### src/rtl/adcmon_pkg.sv
package adcmon_pkg;
  localparam int ADDR_W = 12;
  localparam int DATA_W = 32;
  localparam logic [ADDR_W-1:0] OFS_SWRST  = 12'h000;
  localparam logic [ADDR_W-1:0] OFS_STATUS = 12'h004;
  localparam logic [ADDR_W-1:0] OFS_START  = 12'h008;
  localparam logic [ADDR_W-1:0] OFS_GIE    = 12'h010;
  localparam logic [ADDR_W-1:0] OFS_ISR    = 12'h014;
  localparam logic [ADDR_W-1:0] OFS_IER    = 12'h018;
  localparam logic [ADDR_W-1:0] OFS_RESULT = 12'h200;
  localparam logic [DATA_W-1:0] RESET_KEY  = 32'h0000_000A;
  localparam int ISR_EOC_BIT = 0;
  localparam int ISR_EOS_BIT = 1;
endpackage

### src/rtl/adcmon_swreset.sv
module adcmon_swreset #(
  parameter int          HOLD = 16,
  parameter logic [31:0] KEY  = 32'h0000_000A
) (
  input  logic        clk,
  input  logic        rst_n,
  input  logic        key_wr,
  input  logic [31:0] key_data,
  output logic        sreset
);
  localparam int CW = $clog2(HOLD + 1);
  logic [CW-1:0] cnt;

  always_ff @(posedge clk or negedge rst_n) begin
    if (!rst_n)                           cnt <= '0;
    else if (cnt != '0)                   cnt <= cnt - 1'b1;
    else if (key_wr && key_data == KEY)   cnt <= CW'(HOLD);
  end

  assign sreset = (cnt != '0);

  // a keyed write from idle starts the hold
  a_r1_key_starts: assert property (@(posedge clk) disable iff (!rst_n)
    (key_wr && key_data == KEY && !sreset) |=> sreset);
  // a wrong key from idle starts nothing
  a_r1_bad_key_ignored: assert property (@(posedge clk) disable iff (!rst_n)
    (key_wr && key_data != KEY && !sreset) |=> !sreset);
  // the hold never ends early
  a_r1_hold_continues: assert property (@(posedge clk) disable iff (!rst_n)
    (cnt > CW'(1)) |=> sreset);
endmodule

### src/rtl/adcmon_irq.sv
module adcmon_irq #(
  parameter int NIRQ = 8
) (
  input  logic            clk,
  input  logic            rst_n,
  input  logic            clr,
  input  logic            gie_wr,
  input  logic            ier_wr,
  input  logic            isr_wr,
  input  logic [31:0]     wdata,
  input  logic [NIRQ-1:0] hw_set,
  output logic            gie,
  output logic [NIRQ-1:0] ier,
  output logic [NIRQ-1:0] isr,
  output logic            irq
);
  logic [NIRQ-1:0] toggle;
  assign toggle = isr_wr ? wdata[NIRQ-1:0] : '0;

  always_ff @(posedge clk or negedge rst_n) begin
    if (!rst_n) begin
      gie <= 1'b0; ier <= '0; isr <= '0; irq <= 1'b0;
    end else if (clr) begin
      gie <= 1'b0; ier <= '0; isr <= '0; irq <= 1'b0;
    end else begin
      if (gie_wr) gie <= wdata[31];
      if (ier_wr) ier <= wdata[NIRQ-1:0];
      isr <= (isr ^ toggle) | hw_set;
      irq <= gie & (|(isr & ier));
    end
  end

  // with global enable off, the line stays low next cycle
  a_r3_gated: assert property (@(posedge clk) disable iff (!rst_n)
    !gie |=> !irq);
  // hardware set wins over a toggle
  a_r6_set_wins: assert property (@(posedge clk) disable iff (!rst_n)
    (!clr && hw_set[0]) |=> isr[0]);
  // without hardware sets, a toggle flips exactly the written bits
  a_r5_toggle: assert property (@(posedge clk) disable iff (!rst_n)
    (!clr && isr_wr && hw_set == '0) |=> (isr == ($past(isr) ^ $past(wdata[NIRQ-1:0]))));
endmodule

### src/rtl/adcmon_start_sync.sv
module adcmon_start_sync #(
  parameter int STAGES = 2
) (
  input  logic clk,
  input  logic rst_n,
  input  logic clr,
  input  logic start_wr,
  input  logic start_bit,
  input  logic ext_start,
  output logic start_reg,
  output logic conv_start
);
  logic [STAGES-1:0] sync_q;

  always_ff @(posedge clk or negedge rst_n) begin
    if (!rst_n)        start_reg <= 1'b0;
    else if (clr)      start_reg <= 1'b0;
    else if (start_wr) start_reg <= start_bit;
  end

  generate
    for (genvar s = 0; s < STAGES; s++) begin : g_sync
      always_ff @(posedge clk or negedge rst_n) begin
        if (!rst_n) sync_q[s] <= 1'b0;
        else        sync_q[s] <= (s == 0) ? ext_start : sync_q[(s == 0) ? 0 : s-1];
      end
    end
  endgenerate

  assign conv_start = start_reg | sync_q[STAGES-1];

  // the software bit alone is enough to request a conversion
  a_r8_reg_requests: assert property (@(posedge clk) disable iff (!rst_n)
    start_reg |-> conv_start);
endmodule

### src/rtl/adcmon_results.sv
module adcmon_results #(
  parameter int NCHAN = 32,
  parameter int DW    = 16
) (
  input  logic                     clk,
  input  logic                     rst_n,
  input  logic                     clr,
  input  logic                     we,
  input  logic [$clog2(NCHAN)-1:0] wchan,
  input  logic [DW-1:0]            wdata,
  input  logic [$clog2(NCHAN)-1:0] rchan,
  output logic [DW-1:0]            rdata
);
  logic [DW-1:0] bank [NCHAN];

  generate
    for (genvar c = 0; c < NCHAN; c++) begin : g_chan
      always_ff @(posedge clk or negedge rst_n) begin
        if (!rst_n)                   bank[c] <= '0;
        else if (clr)                 bank[c] <= '0;
        else if (we && wchan == c)    bank[c] <= wdata;
      end
    end
  endgenerate

  assign rdata = bank[rchan];

  // a stored result reads back on the next cycle when addressed
  a_r9_store: assert property (@(posedge clk) disable iff (!rst_n)
    (!clr && we && rchan == wchan) |=> (rdata == $past(wdata)));
endmodule

### src/rtl/adcmon_regif.sv
module adcmon_regif
  import adcmon_pkg::*;
#(
  parameter int NCHAN = 32,
  parameter int RES_W = 16,
  parameter int NIRQ  = 8,
  parameter int HOLD  = 16
) (
  input  logic        clk,
  input  logic        rst_n,
  input  logic [11:0] bus_addr,
  input  logic        bus_wr,
  input  logic [31:0] bus_wdata,
  input  logic        bus_rd,
  output logic [31:0] bus_rdata,
  input  logic        conv_eoc,
  input  logic        conv_eos,
  input  logic [4:0]  conv_chan,
  input  logic [15:0] conv_data,
  input  logic        ext_start,
  output logic        conv_start,
  output logic        conv_reset,
  output logic        irq
);
  localparam int CW      = $clog2(NCHAN);
  localparam int RES_SPAN = NCHAN * 4;

  logic sreset;
  logic wr_ok, rd_ok;
  logic gie;
  logic [NIRQ-1:0] ier, isr, hw_set;
  logic start_reg;
  logic [1:0] status;
  logic [RES_W-1:0] res_rd;
  logic [11:0] res_ofs;
  logic res_hit;
  logic [31:0] rd_mux;

  assign wr_ok = bus_wr & ~sreset;
  assign rd_ok = bus_rd & ~sreset;

  adcmon_swreset #(.HOLD(HOLD), .KEY(RESET_KEY)) u_rst (
    .clk(clk), .rst_n(rst_n),
    .key_wr(bus_wr && bus_addr == OFS_SWRST), .key_data(bus_wdata),
    .sreset(sreset));
  assign conv_reset = sreset;

  always_comb begin
    hw_set = '0;
    hw_set[ISR_EOC_BIT] = conv_eoc;
    hw_set[ISR_EOS_BIT] = conv_eos;
  end

  adcmon_irq #(.NIRQ(NIRQ)) u_irq (
    .clk(clk), .rst_n(rst_n), .clr(sreset),
    .gie_wr(wr_ok && bus_addr == OFS_GIE),
    .ier_wr(wr_ok && bus_addr == OFS_IER),
    .isr_wr(wr_ok && bus_addr == OFS_ISR),
    .wdata(bus_wdata), .hw_set(hw_set),
    .gie(gie), .ier(ier), .isr(isr), .irq(irq));

  adcmon_start_sync #(.STAGES(2)) u_start (
    .clk(clk), .rst_n(rst_n), .clr(sreset),
    .start_wr(wr_ok && bus_addr == OFS_START), .start_bit(bus_wdata[0]),
    .ext_start(ext_start), .start_reg(start_reg), .conv_start(conv_start));

  assign res_ofs = bus_addr - OFS_RESULT;
  assign res_hit = (bus_addr >= OFS_RESULT) && (res_ofs < 12'(RES_SPAN)) && (bus_addr[1:0] == 2'b00);

  adcmon_results #(.NCHAN(NCHAN), .DW(RES_W)) u_res (
    .clk(clk), .rst_n(rst_n), .clr(sreset),
    .we(conv_eoc), .wchan(conv_chan[CW-1:0]), .wdata(conv_data[RES_W-1:0]),
    .rchan(res_ofs[2 +: CW]), .rdata(res_rd));

  always_ff @(posedge clk or negedge rst_n) begin
    if (!rst_n)      status <= '0;
    else if (sreset) status <= '0;
    else begin
      if (rd_ok && bus_addr == OFS_STATUS) status <= {conv_eos, conv_eoc};
      else                                 status <= status | {conv_eos, conv_eoc};
    end
  end

  always_comb begin
    rd_mux = '0;
    if (res_hit) rd_mux = 32'(res_rd);
    else begin
      case (bus_addr)
        OFS_STATUS: rd_mux = {30'b0, status};
        OFS_START:  rd_mux = {31'b0, start_reg};
        OFS_GIE:    rd_mux = {gie, 31'b0};
        OFS_ISR:    rd_mux = 32'(isr);
        OFS_IER:    rd_mux = 32'(ier);
        default:    rd_mux = '0;
      endcase
    end
  end

  always_ff @(posedge clk or negedge rst_n) begin
    if (!rst_n)     bus_rdata <= '0;
    else if (rd_ok) bus_rdata <= rd_mux;
    else            bus_rdata <= '0;
  end

  // reads during a soft reset return zero
  a_r2_read_zero: assert property (@(posedge clk) disable iff (!rst_n)
    sreset |=> (bus_rdata == 32'h0));
  // an end-of-conversion pulse always leaves the status flag set
  a_r7_eoc_sticks: assert property (@(posedge clk) disable iff (!rst_n)
    (conv_eoc && !sreset) |=> status[0]);
  // no enabled pending bit means no interrupt next cycle
  a_r4_no_source: assert property (@(posedge clk) disable iff (!rst_n)
    ((isr & ier) == '0) |=> !irq);
endmodule

### config.mk
export PLATFORM = sky130hd
export DESIGN_NAME = adcmon_regif
export DESIGN_NICKNAME = d
export VERILOG_FILES = /design/src/rtl/adcmon_pkg.sv /design/src/rtl/adcmon_swreset.sv /design/src/rtl/adcmon_irq.sv /design/src/rtl/adcmon_start_sync.sv /design/src/rtl/adcmon_results.sv /design/src/rtl/adcmon_regif.sv
export SDC_FILE = /design/constraint.sdc
export NUM_CORES = 1
export LEC_CHECK = 0
export CAP_MARGIN = 20
export CORE_MARGIN = 2
export CORE_UTILIZATION = 60
export DETAILED_ROUTE_END_ITERATION = 8
export GPL_ROUTABILITY_DRIVEN = 0
export PLACE_DENSITY = 0.79
export SETUP_SLACK_MARGIN = 0.2
export SLEW_MARGIN = 20
export SYNTH_ARGS = -nofsm -noshare
export SYNTH_HDL_FRONTEND = slang
export SYNTH_SLANG_ARGS = --single-unit
### constraint.sdc
create_clock -name clk -period 3.8 [get_ports clk]
set_clock_uncertainty 0.2 [all_clocks]
set_input_delay 0.76 -clock clk [delete_from_list [all_inputs] [get_ports clk]]
set_output_delay 0.76 -clock clk [all_outputs]
set_load 0.05 [all_outputs]
==> results of run 1 <==
-- final cells by class --
type	count	area share
Sequential cell	557	0.460
Multi-Input combinational cell	2014	0.388
Timing Repair Buffer	211	0.0668
Clock buffer	78	0.0522
Tap cell	592	0.0244
Clock inverter	20	0.00788
Inverter	6	0.000990
Antenna cell	5	0.000413
-- metrics by stage --
stage / power, mW / setup WS [ns] / cells
4_1_cts: 17.9 / 0.600 / 3478
5_1_grt: 18.8 / 0.538 / 3483
3_3_place_gp: 12.0 / 0.482 / 3380
6_report: 18.0 / 0.646 / 3483
3_5_place_dp: 12.4 / 0.404 / 3380
2_1_floorplan: 11.1 / 0.870 / 2818
-- cells in the mapped netlist (all sizes together), types with 2 or more instances --
cell type     n  area share
clkbuf      195       0.028
buf          46      0.0095
or4           2     0.00071
inv           6     0.00085
o21a          9      0.0025
mux2i        83       0.031
dfrtp       557        0.52
nor3         12      0.0023
or3           2     0.00047
a311oi        9      0.0030
o21ai        16      0.0030
or2           5      0.0012
nand3        18      0.0034
xor2          7      0.0023
nor4b         4      0.0016
a31oi         2     0.00047
and2          3     0.00071
nand2b       13      0.0031
or4b          2     0.00075
xnor2         3     0.00099
nor2        108       0.015
nand4         7      0.0016
nand2      1022        0.14
nor4         10      0.0026
mux2          8      0.0034
mux4        128        0.11
a22oi        14      0.0040
nor2b         7      0.0016
ha            3      0.0014
a32oi        19      0.0063
a21oi       476       0.090
-- cells by family after synthesis --
| kind of cell | Yosys count |
|---|---|
| buffers and inverters | 247 |
| flip-flops | 557 |
| XOR/XNOR | 10 |
| adder cells (fa/ha/maj) | 3 |
| AO/OA/AOI/OAI | 550 |
| other | 1 |
| AND/OR/NAND/NOR | 1217 |
| multiplexers | 219 |
-- metal layers --
layer	global-route usage	share of wire	vias up
li1	-	-	9516
met1	0.457	0.36	11100
met2	0.550	0.47	1465
met3	0.0830	0.12	262
met4	0.195	0.057	0
met5	0	0	-
-- cell usage in the layout (no fill, tap or decap), types with 11 or more instances in the layout --
cell             synthesis  layout
nand2_1               1022    1022
dfrtp_1                557     557
a21oi_1                476     476
mux4_2                 128     128
buf_4                   15     106
nor2_1                 108     105
clkdlybuf4s50_1          0      86
mux2i_1                 83      83
clkbuf_16                0      55
a32oi_1                 19      19
nand3_1                 18      18
buf_12                   0      17
o21ai_0                 16      16
conb_1                   1      15
a22oi_1                 14      14
nand2b_1                13      13
clkbuf_8                 0      13
clkbuf_1               194      11
-- critical path, cell delays in order, from the launching register on --
cell	delay, ns
dfrtp_1	0.40
inv_1	0.09
ha_1	0.18
nor4b_4	0.51
inv_8	0.17
buf_4	0.24
-- final timing paths --
check	end
max	conv_reset
min	u_res.bank[76]
max reg2reg	bus_rdata[0]
min reg2reg	u_start.sync_q[1]
max in group asynchronous	u_res.bank[394]
min in group clk	u_start.sync_q[1]
-- power by group --
group | internal (mW) | switching (mW)
clock | 3.22 | 2.34
sequential | 7.71 | 0.980
combinational | 1.89 | 1.88
==> results.ini, run 1 <==
[synth]
async_reset_ff_frac=1.00
synth_area_per_cell_um2=9.49
ys_warn_count=0
synth_top_family_by_area=simple AND/OR/NAND/NOR gates
yosys.area_share.simple=0.180
synth_edf_count=0
synthMuxAreaShare=0.143
ys.flop_type=dfrtp_1
synth_fa_ha_area_frac=0.00141
ys_seq_area_frac=0.524
syn_inst=2804
ys_ff_latch=557
ys_types=48
synthXorXnorAreaFrac=0.00329
synth_compound_area_frac=0.110
syn_area_mm2=0.0266

[clock_tree]
cts_buffer_depth=3
numCtsBuffers=54
cts_tree=yes
post_cts_resized=0
cts_max_level=2
cts.clk_slew.worst_paths_ns=0.06
clkSinkCount=557
cts_hold_buf=0
clockRootBuffer=clkbuf_16
cts_setup_buffers=0
insertion_delay_ns=0.62

[setup_path]
path_max_fanout=24
crit_type=flop to primary output
worst_ep_required_time_ns=2.84
start_kind=flop
reg2reg_from=u_rst.cnt[0]
regToRegSetupSlack_ns=1.10
critPathLaunch=u_rst.cnt[0]
worst-r2r-cell-count=7
worstPathArrival_ns=2.19
end_kind=primary output

[power_and_ir_drop]
power_leakage_nw=13.0
power_density_mw_per_mm2=594
ir_worst_vdd_uv=356

[sta]
fin_crit_ns=3.15
holdWs_ns=-0.0532
hold_viol_final=21
final-max-slew-violation-count=0
tns_ns=0
fmax_mhz=317
rsz0062_at_grt=false
post-route-period-util=0.830
setup_viol=0
tightest_slew_ns=1.28
relSlewSlack=0.144

[drt]
antenna_left=0
via_count=22400
viasPerCell=6.42
post_drt_wl_per_cell_um=22.9
post-route-drc-count=0
dr.first_iter.drc_count=3268
wirelength_um=79900
dr.pass1.iters=7

[die]
rows=77
ios=107
dieHeight_um=215
core_mm2=0.0440
fp.dieW_um=215
fp.dieArea_mm2=0.0460
start_util=0.604

[final_layout]
seq_area_mm2=0.0139
nNetsFinal=2919
area_delta_synth_final_pct=14.0
fin_area_mm2=0.0303
multi_input_area_mm2=0.0118
drive_above_1_share=0.127
n_fill_cell=3103
largest_reg_flops=512
top_register=u_res.bank
fin_util=0.689
largestRegisters=u_res.bank (512), bus_rdata (17)

[global_routing]
grt_pass1_wl_um=125000
grt_max_degree=268
first_global_vias=22700
grt.overflow.total=0
antenna_found_initial=5
track_usage=0.351

[status]
status=finished, violations left
violations=hold timing

[placed_design]
portBuffers=91
placed_area_mm2=0.0285
hpwl_um=47400

[job]
drv_cap=0

[worst_hold_path]
holdCritPathClass=primary input to asynchronous set/reset pin

No activity file was read; power rests on OpenSTA's default activity.
==> run 2: changes to the inputs <==
CORE_UTILIZATION = 55   (was 60)
PLACE_DENSITY = 0.76   (was 0.79)
clock period = 2.7 ns   (was 3.8 ns; I/O delays follow)
==> run 2 against run 1 <==
- the flow now finishes without violations
- largest cell class unchanged
- sequential power grew 41%
- largest power group unchanged
- via count grew 2.2%
- power grew 45%
- routed wire length grew 3.7%
- clock power grew 51%
- critical path type unchanged
- sequential share of layout area shrank 2.2 points
- core utilization shrank 2.2 points
==> results.ini, run 2 (synthesized netlist as in run 1, its figures left out) <==
[clock_tree]
insertion_delay_ns=0.61  ; about the same
cts_max_level=2  ; unchanged
cts_tree=yes
clkSinkCount=557  ; unchanged
numCtsBuffers=56  ; +3.7%
clockRootBuffer=clkbuf_16
cts_buffer_depth=3  ; unchanged
cts.clk_slew.worst_paths_ns=0.06  ; about the same

[sta]
setup_viol=0  ; unchanged
fmax_mhz=391
final-max-slew-violation-count=0  ; unchanged
tightest_slew_ns=0.555  ; -0.729 ns
post-route-period-util=0.948
relSlewSlack=0.630  ; +0.486
fin_crit_ns=2.56
hold_viol_final=0  ; -100%
tns_ns=0  ; unchanged
rsz0062_at_grt=true

[status]
status=completed

[placed_design]
hpwl_um=51100  ; +7.8%
dp_cells=3483  ; +3.0%
portBuffers=91  ; unchanged

[setup_path]
end_kind=primary output
path_buf_inv=4  ; +1
path_max_fanout=2  ; -92%
crit_type=flop to primary output
cp_top_family=buffers and inverters
worstPathArrival_ns=1.82  ; -0.37 ns
worstPathCellList=inv_2 -> ha_4 -> nor4b_4 -> buf_6 -> inv_12 -> buf_12
start_kind=flop
crit_slowest_cell=dfrtp_1
max_stage_delay_ns=0.40  ; -0.11 ns
worst_ep_required_time_ns=1.96  ; -0.88 ns

[power_and_ir_drop]
p_int_mw=18.7  ; +46%
power_leakage_nw=13.9  ; +6.4%
pwr-share-seq=0.466  ; -0.016
switching_share=0.283  ; -0.00575
ir_worst_vdd_uv=552  ; +55%
p_clk_frac=0.322  ; +0.013
combPwrFrac=0.211  ; +0.002
p_sw_mw=7.40  ; +42%
power_density_mw_per_mm2=822  ; +38%

[global_routing]
grt.overflow.total=0  ; unchanged
grt_max_degree=110  ; -59%
antenna_found_initial=3  ; -2
first_global_vias=23000  ; +1.2%
track_usage=0.336  ; -0.0154
grt_pass1_wl_um=130000  ; +3.4%

[final_layout]
nNetsFinal=3014  ; +3.3%
top_register=u_res.bank
fin_cells=3603  ; +3.4%
largestRegisters=u_res.bank (512), bus_rdata (17)
final_cell_mix=nand2_1, dfrtp_1, a21oi_1
drive_above_1_share=0.157  ; +0.0300
layout_commonest_cell=nand2_1
largest_reg_flops=512  ; unchanged
area_delta_synth_final_pct=19.6
fin_util=0.666  ; -0.0224

[die]
rows=80  ; +3.9%
fp.dieArea_mm2=0.0501  ; +8.9%
dieHeight_um=224  ; +4.4%
fp.dieW_um=224  ; +4.4%
ios=107  ; unchanged
core_mm2=0.0477  ; +8.4%
start_util=0.557  ; -0.0470

[drt]
post-route-drc-count=0  ; unchanged
dr.first_iter.drc_count=3081  ; -5.7%
post_drt_wl_per_cell_um=23.0  ; +0.22%
wirelength_um=82800  ; +3.7%
viasPerCell=6.34  ; -1.2%
antenna_left=0  ; unchanged
dr.pass1.iters=7  ; unchanged
via_count=22900  ; +2.2%

[job]
drv_cap=0  ; unchanged

[worst_hold_path]
holdCritPathClass=flop to flop

-- run 2: area by class of cell --
cell class	count	area (um^2)
antenna	3	7.51
clock buffer	84	1700
clock inverter	20	309
fill	3460	15900
inverter	6	35.0
multi-input combinational	2014	11800
sequential	557	13900
tap	615	769
timing repair buffer	304	3290
-- run 2: worst register-to-register path, cell delays in order (launching register included) --
cell	delay, ns
dfrtp_1	0.40
inv_2	0.10
ha_4	0.13
nor4b_4	0.24
buf_4	0.18
nand2_1	0.08
or4_1	0.53
or3_1	0.32
a21oi_1	0.15
-- run 2: worst paths after layout --
check | start | end | slack (ns) | cells after the start
max reg2reg | u_rst.cnt[0] | bus_rdata[0] | 0.31 | 8
min reg2reg | u_start.sync_q[0] | u_start.sync_q[1] | 0.15 | 0
max in group asynchronous | rst_n | u_res.bank[418] | 1.16 | 3
max | u_rst.cnt[0] | conv_reset | 0.14 | 6
min | u_start.sync_q[0] | u_start.sync_q[1] | 0.15 | 0
min in group asynchronous | rst_n | u_res.bank[51] | 0.28 | 2
-- run 2: stage by stage --
step	hold WS, ns	worst slack [ns]	total power, mW	instance area (um^2)
floorplan	0.0444	0.112	15.7	26700
global placement	0.135	-0.262	17.2	29700
detailed placement	0.136	-0.282	17.7	29700
CTS	0.134	0.124	26.1	31800
global route	0.160	0.0898	27.3	31800
finish	0.145	0.140	26.1	31800
-- run 2: layer usage --
layer  vias up  routed length (um)  global-route usage
li1       9720                   -                   -
met3       263                8480              0.0695
met1     11500               31000               0.446
met5         -                   0                   0
met4         0                4420               0.189
met2      1371               38900               0.520
-- run 2: repair_timing --
action | in CTS | in global routing
hold buffers | 1 | 0
pin swaps | 0 | 1
hold endpoints to repair | 45 | 0
buffers inserted | 7 | 5
gates resized for setup | 26 | 3
cloned | 0 | 0
endpoints found under the setup margin | 17 | 4
-- run 2: power by group through the flow --
stage	Combinational (mW)	Clock, mW	Sequential [mW]
2_1_floorplan	3.87	0	11.8
3_3_place_gp	5.14	0	12.0
3_5_place_dp	5.44	0	12.2
4_1_cts	5.48	8.49	12.1
5_1_grt	6.08	8.83	12.4
6_report	5.52	8.42	12.2
